==> config.mk <==
export PLATFORM = sky130hd
export DESIGN_NAME = io_mem_router
export DESIGN_NICKNAME = d
export VERILOG_FILES = /design/src/rtl/iorouter_pkg.sv /design/src/rtl/io_window_table.sv /design/src/rtl/io_ack_timer.sv /design/src/rtl/io_txn_ctrl.sv /design/src/rtl/io_mem_router.sv
export SDC_FILE = /design/constraint.sdc
export NUM_CORES = 1
export LEC_CHECK = 0
export ABC_AREA = 0
export BUFFER_PORTS_ARGS = -buffer_cell sky130_fd_sc_hd__buf_2
export CAP_MARGIN = 20
export CORE_MARGIN = 8
export CORE_UTILIZATION = 58
export CTS_BUF_LIST = sky130_fd_sc_hd__clkbuf_8
export DETAILED_ROUTE_END_ITERATION = 7
export GPL_ROUTABILITY_DRIVEN = 0
export PLACE_DENSITY = 0.93
export SKIP_CTS_REPAIR_TIMING = 1
export SYNTH_ARGS = -nofsm -noshare
export SYNTH_HDL_FRONTEND = slang
export SYNTH_SLANG_ARGS = --single-unit
==> constraint.sdc <==
create_clock -name clk -period 2.6 [get_ports clk]
set_input_delay 0.13 -clock clk [delete_from_list [all_inputs] [get_ports clk]]
set_output_delay 0.13 -clock clk [all_outputs]
set_load 0.1 [all_outputs]
==> src/rtl/iorouter_pkg.sv <==
package iorouter_pkg;
  typedef enum logic {
    ST_IDLE = 1'b0,
    ST_WAIT = 1'b1
  } txn_state_e;

  typedef enum logic {
    TGT_MEM = 1'b0,
    TGT_DEV = 1'b1
  } target_e;
endpackage

==> src/rtl/io_window_table.sv <==
module io_window_table #(
  parameter int NWIN = 4,
  parameter int AW   = 32,
  localparam int IDXW = (NWIN > 1) ? $clog2(NWIN) : 1
) (
  input  logic            clk,
  input  logic            rst,
  input  logic            cfg_we,
  input  logic [IDXW-1:0] cfg_idx,
  input  logic [AW-1:0]   cfg_base,
  input  logic [AW-1:0]   cfg_limit,
  input  logic            cfg_valid,
  input  logic            cfg_lock,
  input  logic [AW-1:0]   look_addr,
  output logic            look_hit
);
  logic [NWIN-1:0][AW-1:0] base_q;
  logic [NWIN-1:0][AW-1:0] lim_q;
  logic [NWIN-1:0]         vld_q;
  logic                    lock_q;
  logic [NWIN-1:0]         hit_vec;

  always_ff @(posedge clk) begin
    if (rst) begin
      base_q <= '0;
      lim_q  <= '0;
      vld_q  <= '0;
      lock_q <= 1'b0;
    end else begin
      if (cfg_lock) lock_q <= 1'b1;
      if (cfg_we && !lock_q) begin
        base_q[cfg_idx] <= cfg_base;
        lim_q[cfg_idx]  <= cfg_limit;
        vld_q[cfg_idx]  <= cfg_valid;
      end
    end
  end

  for (genvar i = 0; i < NWIN; i++) begin : g_cmp
    assign hit_vec[i] = vld_q[i] && (look_addr >= base_q[i]) && (look_addr <= lim_q[i]);
  end

  assign look_hit = |hit_vec;


  lock_sticky_chk: assert property (@(posedge clk) disable iff (rst)
    lock_q |=> lock_q);


  table_frozen_chk: assert property (@(posedge clk) disable iff (rst)
    lock_q |=> ($stable(vld_q) && $stable(base_q) && $stable(lim_q)));
endmodule

==> src/rtl/io_ack_timer.sv <==
module io_ack_timer #(
  parameter int LIMIT = 16,
  localparam int CW = $clog2(LIMIT + 1)
) (
  input  logic clk,
  input  logic rst,
  input  logic run,
  output logic expire
);
  logic [CW-1:0] cnt_q;

  assign expire = run && (cnt_q == CW'(LIMIT - 1));

  always_ff @(posedge clk) begin
    if (rst || !run || expire) cnt_q <= '0;
    else                       cnt_q <= cnt_q + 1'b1;
  end


  cnt_range_chk: assert property (@(posedge clk) disable iff (rst)
    cnt_q < CW'(LIMIT));
endmodule

==> src/rtl/io_txn_ctrl.sv <==
module io_txn_ctrl
  import iorouter_pkg::*;
#(
  parameter int AW = 32,
  parameter int DW = 32
) (
  input  logic          clk,
  input  logic          rst,
  input  logic          start,
  input  target_e       sel_tgt,
  input  logic          sel_io,
  input  logic [AW-1:0] in_addr,
  input  logic          in_write,
  input  logic [DW-1:0] in_wdata,
  input  logic          mem_ack,
  input  logic [DW-1:0] mem_rdata,
  input  logic          dev_ack,
  input  logic [DW-1:0] dev_rdata,
  input  logic          expire,
  output logic          waiting,
  output logic          mem_req,
  output logic          dev_req,
  output logic          dev_io,
  output logic [AW-1:0] tgt_addr,
  output logic          tgt_write,
  output logic [DW-1:0] tgt_wdata,
  output logic          resp_valid,
  output logic          resp_err,
  output logic [DW-1:0] resp_rdata
);
  txn_state_e    state_q;
  logic          sel_ack;
  logic [DW-1:0] sel_rd;

  assign waiting = (state_q == ST_WAIT);
  assign sel_ack = dev_req ? dev_ack : mem_ack;
  assign sel_rd  = dev_req ? dev_rdata : mem_rdata;

  always_ff @(posedge clk) begin
    if (rst) begin
      state_q    <= ST_IDLE;
      mem_req    <= 1'b0;
      dev_req    <= 1'b0;
      dev_io     <= 1'b0;
      tgt_addr   <= '0;
      tgt_write  <= 1'b0;
      tgt_wdata  <= '0;
      resp_valid <= 1'b0;
      resp_err   <= 1'b0;
      resp_rdata <= '0;
    end else begin
      resp_valid <= 1'b0;
      case (state_q)
        ST_IDLE: begin
          if (start) begin
            state_q   <= ST_WAIT;
            mem_req   <= (sel_tgt == TGT_MEM);
            dev_req   <= (sel_tgt == TGT_DEV);
            dev_io    <= sel_io;
            tgt_addr  <= in_addr;
            tgt_write <= in_write;
            tgt_wdata <= in_wdata;
          end
        end
        ST_WAIT: begin
          if (sel_ack) begin
            state_q    <= ST_IDLE;
            mem_req    <= 1'b0;
            dev_req    <= 1'b0;
            resp_valid <= 1'b1;
            resp_err   <= 1'b0;
            resp_rdata <= sel_rd;
          end else if (expire) begin
            state_q    <= ST_IDLE;
            mem_req    <= 1'b0;
            dev_req    <= 1'b0;
            resp_valid <= 1'b1;
            resp_err   <= 1'b1;
            resp_rdata <= '1;
          end
        end
        default: state_q <= ST_IDLE;
      endcase
    end
  end


  one_target_chk: assert property (@(posedge clk) disable iff (rst)
    !(mem_req && dev_req));


  idle_quiet_chk: assert property (@(posedge clk) disable iff (rst)
    (state_q == ST_IDLE) |-> (!mem_req && !dev_req));


  hold_steady_chk: assert property (@(posedge clk) disable iff (rst)
    (waiting && !sel_ack && !expire) |=>
      (waiting && $stable(tgt_addr) && $stable(mem_req) && $stable(dev_req) && $stable(tgt_wdata)));


  ack_resp_chk: assert property (@(posedge clk) disable iff (rst)
    (waiting && sel_ack) |=> (resp_valid && !resp_err && !waiting));


  timeout_resp_chk: assert property (@(posedge clk) disable iff (rst)
    (waiting && !sel_ack && expire) |=> (resp_valid && resp_err && (resp_rdata == '1)));


  resp_pulse_chk: assert property (@(posedge clk) disable iff (rst)
    resp_valid |=> !resp_valid);
endmodule

==> src/rtl/io_mem_router.sv <==
module io_mem_router
  import iorouter_pkg::*;
#(
  parameter int AW      = 32,
  parameter int PW      = 16,
  parameter int DW      = 32,
  parameter int NWIN    = 4,
  parameter int TIMEOUT = 16,
  localparam int IDXW = (NWIN > 1) ? $clog2(NWIN) : 1
) (
  input  logic            clk,
  input  logic            rst,
  input  logic            cfg_we,
  input  logic [IDXW-1:0] cfg_idx,
  input  logic [AW-1:0]   cfg_base,
  input  logic [AW-1:0]   cfg_limit,
  input  logic            cfg_valid,
  input  logic            cfg_lock,
  input  logic            req_valid,
  output logic            req_ready,
  input  logic            req_io,
  input  logic            req_write,
  input  logic [AW-1:0]   req_addr,
  input  logic [DW-1:0]   req_wdata,
  output logic            resp_valid,
  output logic            resp_err,
  output logic [DW-1:0]   resp_rdata,
  output logic            mem_req,
  output logic            mem_write,
  output logic [AW-1:0]   mem_addr,
  output logic [DW-1:0]   mem_wdata,
  input  logic            mem_ack,
  input  logic [DW-1:0]   mem_rdata,
  output logic            dev_req,
  output logic            dev_io,
  output logic            dev_write,
  output logic [AW-1:0]   dev_addr,
  output logic [DW-1:0]   dev_wdata,
  input  logic            dev_ack,
  input  logic [DW-1:0]   dev_rdata
);
  logic          win_hit;
  logic          waiting;
  logic          expire;
  logic          start;
  target_e       sel_tgt;
  logic [AW-1:0] fwd_addr;
  logic [AW-1:0] tgt_addr;
  logic          tgt_write;
  logic [DW-1:0] tgt_wdata;

  io_window_table #(.NWIN(NWIN), .AW(AW)) u_table (
    .clk       (clk),
    .rst       (rst),
    .cfg_we    (cfg_we),
    .cfg_idx   (cfg_idx),
    .cfg_base  (cfg_base),
    .cfg_limit (cfg_limit),
    .cfg_valid (cfg_valid),
    .cfg_lock  (cfg_lock),
    .look_addr (req_addr),
    .look_hit  (win_hit)
  );

  assign req_ready = !waiting;
  assign start     = req_valid && !waiting;
  assign sel_tgt   = (req_io || win_hit) ? TGT_DEV : TGT_MEM;
  assign fwd_addr  = req_io ? {{(AW-PW){1'b0}}, req_addr[PW-1:0]} : req_addr;

  io_ack_timer #(.LIMIT(TIMEOUT)) u_timer (
    .clk    (clk),
    .rst    (rst),
    .run    (waiting),
    .expire (expire)
  );

  io_txn_ctrl #(.AW(AW), .DW(DW)) u_ctrl (
    .clk        (clk),
    .rst        (rst),
    .start      (start),
    .sel_tgt    (sel_tgt),
    .sel_io     (req_io),
    .in_addr    (fwd_addr),
    .in_write   (req_write),
    .in_wdata   (req_wdata),
    .mem_ack    (mem_ack),
    .mem_rdata  (mem_rdata),
    .dev_ack    (dev_ack),
    .dev_rdata  (dev_rdata),
    .expire     (expire),
    .waiting    (waiting),
    .mem_req    (mem_req),
    .dev_req    (dev_req),
    .dev_io     (dev_io),
    .tgt_addr   (tgt_addr),
    .tgt_write  (tgt_write),
    .tgt_wdata  (tgt_wdata),
    .resp_valid (resp_valid),
    .resp_err   (resp_err),
    .resp_rdata (resp_rdata)
  );

  assign mem_addr  = tgt_addr;
  assign mem_write = tgt_write;
  assign mem_wdata = tgt_wdata;
  assign dev_addr  = tgt_addr;
  assign dev_write = tgt_write;
  assign dev_wdata = tgt_wdata;


  port_route_chk: assert property (@(posedge clk) disable iff (rst)
    (req_valid && req_ready && req_io) |=>
      (dev_req && !mem_req && dev_io && (dev_addr[AW-1:PW] == '0)));


  busy_hold_chk: assert property (@(posedge clk) disable iff (rst)
    (!req_ready && !resp_valid) |=> ($stable(mem_addr) || resp_valid));
endmodule

==> summary.txt, run 1 <==
Finish
  • Ratio of cells with drive above 1 in the final layout: 16.1%
  • Post-layout util: 73.9%
  • Register area: 7390 sq um
  • # fillers: 2,192
  • Footprint of the multi-input gates: 10,500 sq um
  • Synth-to-layout area growth: 25.3%
  • Nets: 3,519

Global route
  • Global-route wire length before repair: 103 mm
  • GRT Total Usage: 30.8%
  • Initial antenna violation count: 9
  • Number of global-route vias before repair: 20,000
  • GRT overflow: 0
  • Largest net degree at the start of global routing: 101

Worst setup path
  • Crit-path max FO: 3
  • WP data arrival: 3060 ps
  • Critical path type: register to register
  • WP data required: 3120 ps
  • CP endpoint: u_ctrl.dev_req$_SDFFE_PP0P_
  • Delay-heaviest family, CP: simple AND/OR/NAND/NOR gates
  • CP Cell Sequence: inv_1 -> ha_1 -> nand4_1 -> nor4_1 -> nand2_1 -> a31oi_1 -> o22ai_1 -> o21ai_1 -> o2111ai_2 -> and2_1
  • CP Capture Type: register
  • Register-to-Register Path Depth: 10
  • Reg2reg start: u_table.lim_q[126]$_SDFFE_PP0P_
  • R2R Path End: u_ctrl.dev_req$_SDFFE_PP0P_
  • CP Buf/Inv Count: 1
  • Worst Setup SP: u_table.lim_q[126]$_SDFFE_PP0P_
  • Crit. path cell count: 10
  • R2R Setup Slk: 60 ps
  • Critical-path cell with the highest stage delay: nor4_1
  • Crit-path max cell delay: 450 ps
  • CP Launch Type: register

Synthesis
  • Top post-synthesis cells by area: dfxtp_1 (37%), ha_1 (16%), nand2_1 (14%), a21oi_1 (11%), inv_1 (4.9%)
  • Post-synth EDFFs: 0
  • Syn_area_per_cell: 7.65 sq um
  • Top cells by count, synth: nand2_1 (712), a21oi_1 (432), dfxtp_1 (369)
  • Post-synthesis sequential area ratio: 37.3%
  • Seq cells post-synth: 369
  • Post-synth top area cell: dfxtp_1
  • Synth cell types: 54
  • Top-count cell post-synth: nand2_1
  • Ys Warns: 0
  • Synthesized area: 19,800 sq um
  • Synth Instances: 2,587
  • Async S/R FF share, synth: 0%
  • Mapped Nets: 3,049
  • Area fraction of the dominant cell type after synthesis: 37.3%
  • Post-synth top flop: dfxtp_1

STA
  • Tcrit/Tclk final: 97.8%
  • Hold WS: -29.2 ps
  • Post-route setup slack: 55.9 ps
  • Setup-failing EPs final: 0
  • Endpoints failing hold: 1
  • Fin crit period: 2540 ps
  • Fmax: 0.393 GHz
  • Worst-Margin Slew: 894 ps
  • Slew headroom: 40.4%
  • Slew Limit Fails: 0
  • Clk_skew: 50.2 ps

Floorplanning
  • Die width: 201 um
  • Die area: 40,300 sq um
  • Starting Density: 59.0%
  • Core ar.: 33,500 sq um
  • Die Y: 201 um
  • Top Ports: 372
  • Row Count: 67

Detailed routing
  • Drt total wl: 72.9 mm
  • Via-per-instance ratio: 6.04
  • Vias: 21,500
  • First-pass DRT Iterations: 8
  • Initial DRC Count: 2,618
  • Drt wl/cell: 20.5 um
  • Residual antenna-violating net count after detailed routing: 0
  • DRC violations left: 8

Power
  • Power per Cell Area: 595 nW/um^2
  • Leak: 10.1 nW
  • Worst vdd ir: 0.000561 V

Clock network
  • H-tree depth: 2
  • CTS max path bufs: 3
  • Worst-path clk slew: 70 ps
  • Worst-Skew Late Latency: 630 ps
  • CTS tree: done
  • Total CTS buffers: 60
  • Clk sinks: 369
  • Clock Root Buffer: clkbuf_8

Run status
  • Violated checks: DRC, hold timing
  • Outcome: finished, violations left

Place
  • DP HPWL: 46.7 mm
  • Pre-CTS setup slack: -94.0 ps
  • IO Port Bufs: 371

Run
  • Max-Cap Viols: 0

Worst hold path
  • Type of the most critical hold path: input pin to register
[registers in the layout, indices dropped and copies added (netlist names)]
signal,cells
u_ctrl.resp_err,1
u_table.lock_q,1
u_timer.cnt_q,5
u_ctrl.tgt_wdata,32
u_ctrl.resp_valid,1
u_ctrl.dev_io,1
u_ctrl.tgt_addr,32
u_table.vld_q,4
u_table.lim_q,128
u_ctrl.mem_req,1
u_ctrl.tgt_write,1
u_ctrl.dev_req,1
u_table.base_q,128
u_ctrl.waiting,1
u_ctrl.resp_rdata,32
[worst reg2reg max path, cell delays in order, from the launching register on]
cell and delay, ps:
dfxtp_1 340, inv_1 50, ha_1 310, nand4_1 160, nor4_1 450, nand2_1 270, a31oi_1 270, o22ai_1 150
o21ai_1 130, o2111ai_2 140, and2_1 160
[logic make-up (layout without fill, tap and decap cells)]
logic type | after synthesis | count (layout) | synth area share, %
buffers and inverters | 444 | 956 | 9.68
DFF | 369 | 369 | 37.3
xor gates and xnor gates | 2 | 2 | 0.0886
AOI/OAI and AO/OA | 574 | 574 | 16.0
and+or+nand+nor | 907 | 907 | 18.9
other | 0 | 8 | 0
muxes | 33 | 33 | 1.67
adders and majority gates | 258 | 258 | 16.3
[metrics by stage]
step / total power, mW / area (sq um) / setup TNS [ps] / cells
4_1_cts: 14.3 / 22800 / -151 / 3349
6_report: 14.8 / 24800 / 0 / 3555
3_3_place_gp: 9.18 / 21600 / -214 / 3245
2_1_floorplan: 8.47 / 19800 / 0 / 2587
5_1_grt: 15.2 / 24800 / -87.0 / 3553
3_5_place_dp: 9.31 / 21600 / -132 / 3245
[worst min-delay path by stage]
stage,start,endpoint,slack (ps),depth (start not counted)
after floorplan,cfg_lock,u_table.lock_q$_SDFFE_PP0P_,250,2
after global placement,cfg_lock,u_table.lock_q$_SDFFE_PP0P_,340,3
after detailed placement,cfg_lock,u_table.lock_q$_SDFFE_PP0P_,350,3
after CTS,cfg_lock,u_table.lock_q$_SDFFE_PP0P_,-270,3
after global routing,dev_rdata[8],u_ctrl.resp_rdata[8]$_SDFFE_PP0P_,-9,3
final,dev_rdata[8],u_ctrl.resp_rdata[8]$_SDFFE_PP0P_,-30,3
[cell type report]
| class | instances | area share, % |
|---|---|---|
| Inverter | 257 | 3.89 |
| Tap cell | 448 | 2.26 |
| Timing Repair Buffer | 595 | 16.7 |
| Antenna cell | 8 | 0.0808 |
| Clock inverter | 27 | 0.570 |
| Multi-Input combinational cell | 1774 | 42.5 |
| Sequential cell | 369 | 29.8 |
| Clock buffer | 77 | 4.28 |
[power by group]
group	internal (mW)	leakage (nW)	switching, mW
Sequential	5.88	3.00	0.157
Clock	2.73	0.700	2.39
Combinational	1.01	6.43	2.59
[cell usage in the layout, fill, tap and decap left out, types with 4 or more instances in the layout]
cell type	instances
a2111oi_0	4
a211oi_1	39
a21o_1	11
a21oi_1	432
a221oi_1	7
and4_1	9
buf_12	7
buf_2	370
buf_4	20
clkbuf_8	77
clkinv_2	5
dfxtp_1	368
diode_2	8
dlygate4sd3_1	197
ha_1	258
inv_1	276
mux2i_1	33
nand2_1	710
nand2b_1	8
nand3_1	19
nand3b_1	16
nand4_1	32
nor2_1	66
nor2b_1	7
nor3_1	10
nor4_1	8
o211ai_1	6
o21ai_0	35
o21ai_1	10
[layer usage]
metal,vias to the layer above,routed length [um],track usage (%)
li1,9488,-,-
met1,9910,25100,35.4
met2,1648,34500,51.7
met3,425,8660,8.07
met4,6,4640,16.8
met5,-,30,0
No activity file was read; power rests on OpenSTA's default activity.
==> run 2: changes to the inputs <==
PLACE_DENSITY = 0.83   (was 0.93)
==> run 2 against run 1 <==
The flow finishes with violations (hold timing). Core utilization is essentially flat. Cell area is essentially flat. Die area unchanged. Global-route usage down 1.0 points. Clock skew shrank 35 ps. Sequential power barely moved. Final cell count decreased by 0.20%. Critical path depth unchanged. Maximum frequency is 0.85% lower. Sequential cell count unchanged. Count of clock-buffer cells in the layout rose by 4. Largest cell class unchanged. Highest routed layer unchanged.
==> summary.txt, run 2 (synthesis gave the netlist of run 1 again) <==
Run status
  • Outcome: finished, violations left
  • Violated checks: hold timing

Detailed routing
  • Drt total wl: 69.9 mm (-4.0%)
  • First-pass DRT Iterations: 7 (-1)
  • Drt wl/cell: 19.7 um (-3.8%)
  • Residual antenna-violating net count after detailed routing: 0 (unchanged)
  • Via-per-instance ratio: 5.79 (-4.1%)
  • DRC violations left: 0 (-8)
  • Initial DRC Count: 2,094 (-20%)
  • Vias: 20,600 (-4.3%)

Place
  • Area after DPL: 21,700 sq um (+0.37%)
  • IO Port Bufs: 371 (unchanged)
  • DP HPWL: 46.0 mm (-1.5%)

Finish
  • Post-layout util: 73.9% (about the same)
  • Final Cell Area: 24,800 sq um (about the same)
  • Ratio of cells with drive above 1 in the final layout: 16.5% (+0.32 points)
  • Biggest registers after layout: u_table.base_q: 128 flops, u_table.lim_q: 128 flops
  • Most frequent cells in the layout: nand2_1 (710), a21oi_1 (431), buf_2 (370)
  • # fillers: 2,408 (+9.9%)
  • Nets: 3,512 (-0.20%)
  • Synth-to-layout area growth: 25.2% (about the same)
  • Commonest non-fill, non-tap cell in the layout: nand2_1

Global route
  • GRT overflow: 0 (unchanged)
  • Number of global-route vias before repair: 19,100 (-4.2%)
  • Largest net degree at the start of global routing: 112 (+11%)
  • Initial antenna violation count: 6 (-3)
  • GRT Total Usage: 29.8% (-1.0 points)
  • Global-route wire length before repair: 99.0 mm (-3.7%)

Floorplanning
  • Die Y: 201 um (unchanged)
  • Top Ports: 372 (unchanged)
  • Starting Density: 59.0% (unchanged)
  • Die width: 201 um (unchanged)
  • Core ar.: 33,500 sq um (unchanged)
  • Row Count: 67 (unchanged)
  • Die area: 40,300 sq um (unchanged)

Power
  • Leak: 10.1 nW (-0.23%)
  • Power per Cell Area: 592 nW/um^2 (-0.61%)
  • Worst vdd ir: 0.000435 V (-22%)
  • Power consumption: 14.7 mW (-0.68%)

STA
  • Worst-Margin Slew: 1150 ps (+259 ps)
  • Clk_skew: 15.2 ps (-35.0 ps)
  • Fin crit period: 2570 ps (+21.7 ps)
  • Endpoints failing hold: 1 (unchanged)
  • Slew Limit Fails: 0 (unchanged)
  • Tcrit/Tclk final: 98.7% (+0.83 points)
  • Hold WS: -19.8 ps (+9.41 ps)
  • Setup-failing EPs final: 0 (unchanged)
  • Slew headroom: 23.1% (-17 points)
  • Fmax: 0.390 GHz (-0.85%)

Worst setup path
  • WP data arrival: 3070 ps (about the same)
  • CP Capture Type: register
  • Crit-path max FO: 3 (unchanged)
  • Worst Setup SP: u_table.lim_q[62]$_SDFFE_PP0P_
  • Reg2reg start: u_table.lim_q[62]$_SDFFE_PP0P_
  • WP data required: 3110 ps (about the same)
  • CP Launch Type: register
  • Critical path type: register to register

Clock network
  • CTS max path bufs: 3 (unchanged)
  • Clock Root Buffer: clkbuf_8
  • CTS tree: done
  • Worst-path clk slew: 60 ps (about the same)
  • Clk sinks: 369 (unchanged)
  • Worst-Skew Late Latency: 620 ps (about the same)
  • Total CTS buffers: 59 (-1.7%)
  • H-tree depth: 2 (unchanged)

Run
  • Max-Cap Viols: 0 (unchanged)

Worst hold path
  • Type of the most critical hold path: input pin to register
  • Beginning of the worst hold path: req_addr[30]
==> run 2: changes by cell type in the layout (fill, tap and decap cells not counted), moves of 2 or more <==
cell / change
buf_12: +3
dlygate4sd3_1: -10
clkbuf_8: +4
diode_2: -2
inv_1: -2
==> run 2: path summary, 6_finish.rpt <==
kind | slack (ps) | endpoint | cells past startpoint
max | 30 | u_ctrl.dev_req$_SDFFE_PP0P_ | 10
min | -20 | u_ctrl.tgt_addr[30]$_SDFFE_PP0P_ | 3
max reg2reg | 30 | u_ctrl.dev_req$_SDFFE_PP0P_ | 10
min reg2reg | 450 | u_table.lim_q[1]$_SDFFE_PP0P_ | 2
==> run 2: final cells by class <==
class	count	area, sq um	area share [%]
Multi-Input combinational cell	1774	10500	42.5
Sequential cell	369	7390	29.8
Timing Repair Buffer	589	4100	16.5
Clock buffer	81	1110	4.50
Inverter	257	965	3.89
Tap cell	448	561	2.26
Clock inverter	24	100	0.404
Antenna cell	6	15.0	0.0606
==> run 2: worst max-delay path: stages, from the launching register on <==
cell	delay, ps
dfxtp_1	340
inv_1	50
ha_1	360
and4_4	270
nand4_1	180
nor3_1	440
o31ai_1	160
a32oi_1	190
a221o_1	150
o2111ai_2	130
and2_1	170
==> run 2: routing by layer <==
metal	global-route usage [%]	wire length, um	up-vias
met2	49.8	33300	1179
met5	0	14	-
li1	-	-	9468
met3	5.65	6360	301
met1	35.3	26300	9608
met4	17.4	4010	2
==> run 2: report_power, final <==
group	internal, mW	total, mW	switching (mW)
Sequential	5.88	6.02	0.147
Clock	2.74	5.07	2.32
Combinational	1.01	3.56	2.55
==> run 2: per-stage QoR <==
step / setup slack, ps / TNS (ps) / instances
2_1_floorplan: 342 / 0 / 2587
3_3_place_gp: 49.8 / 0 / 3250
3_5_place_dp: 60.3 / 0 / 3250
4_1_cts: 17.7 / 0 / 3355
5_1_grt: -65.3 / -110 / 3547
6_report: 34.2 / 0 / 3548
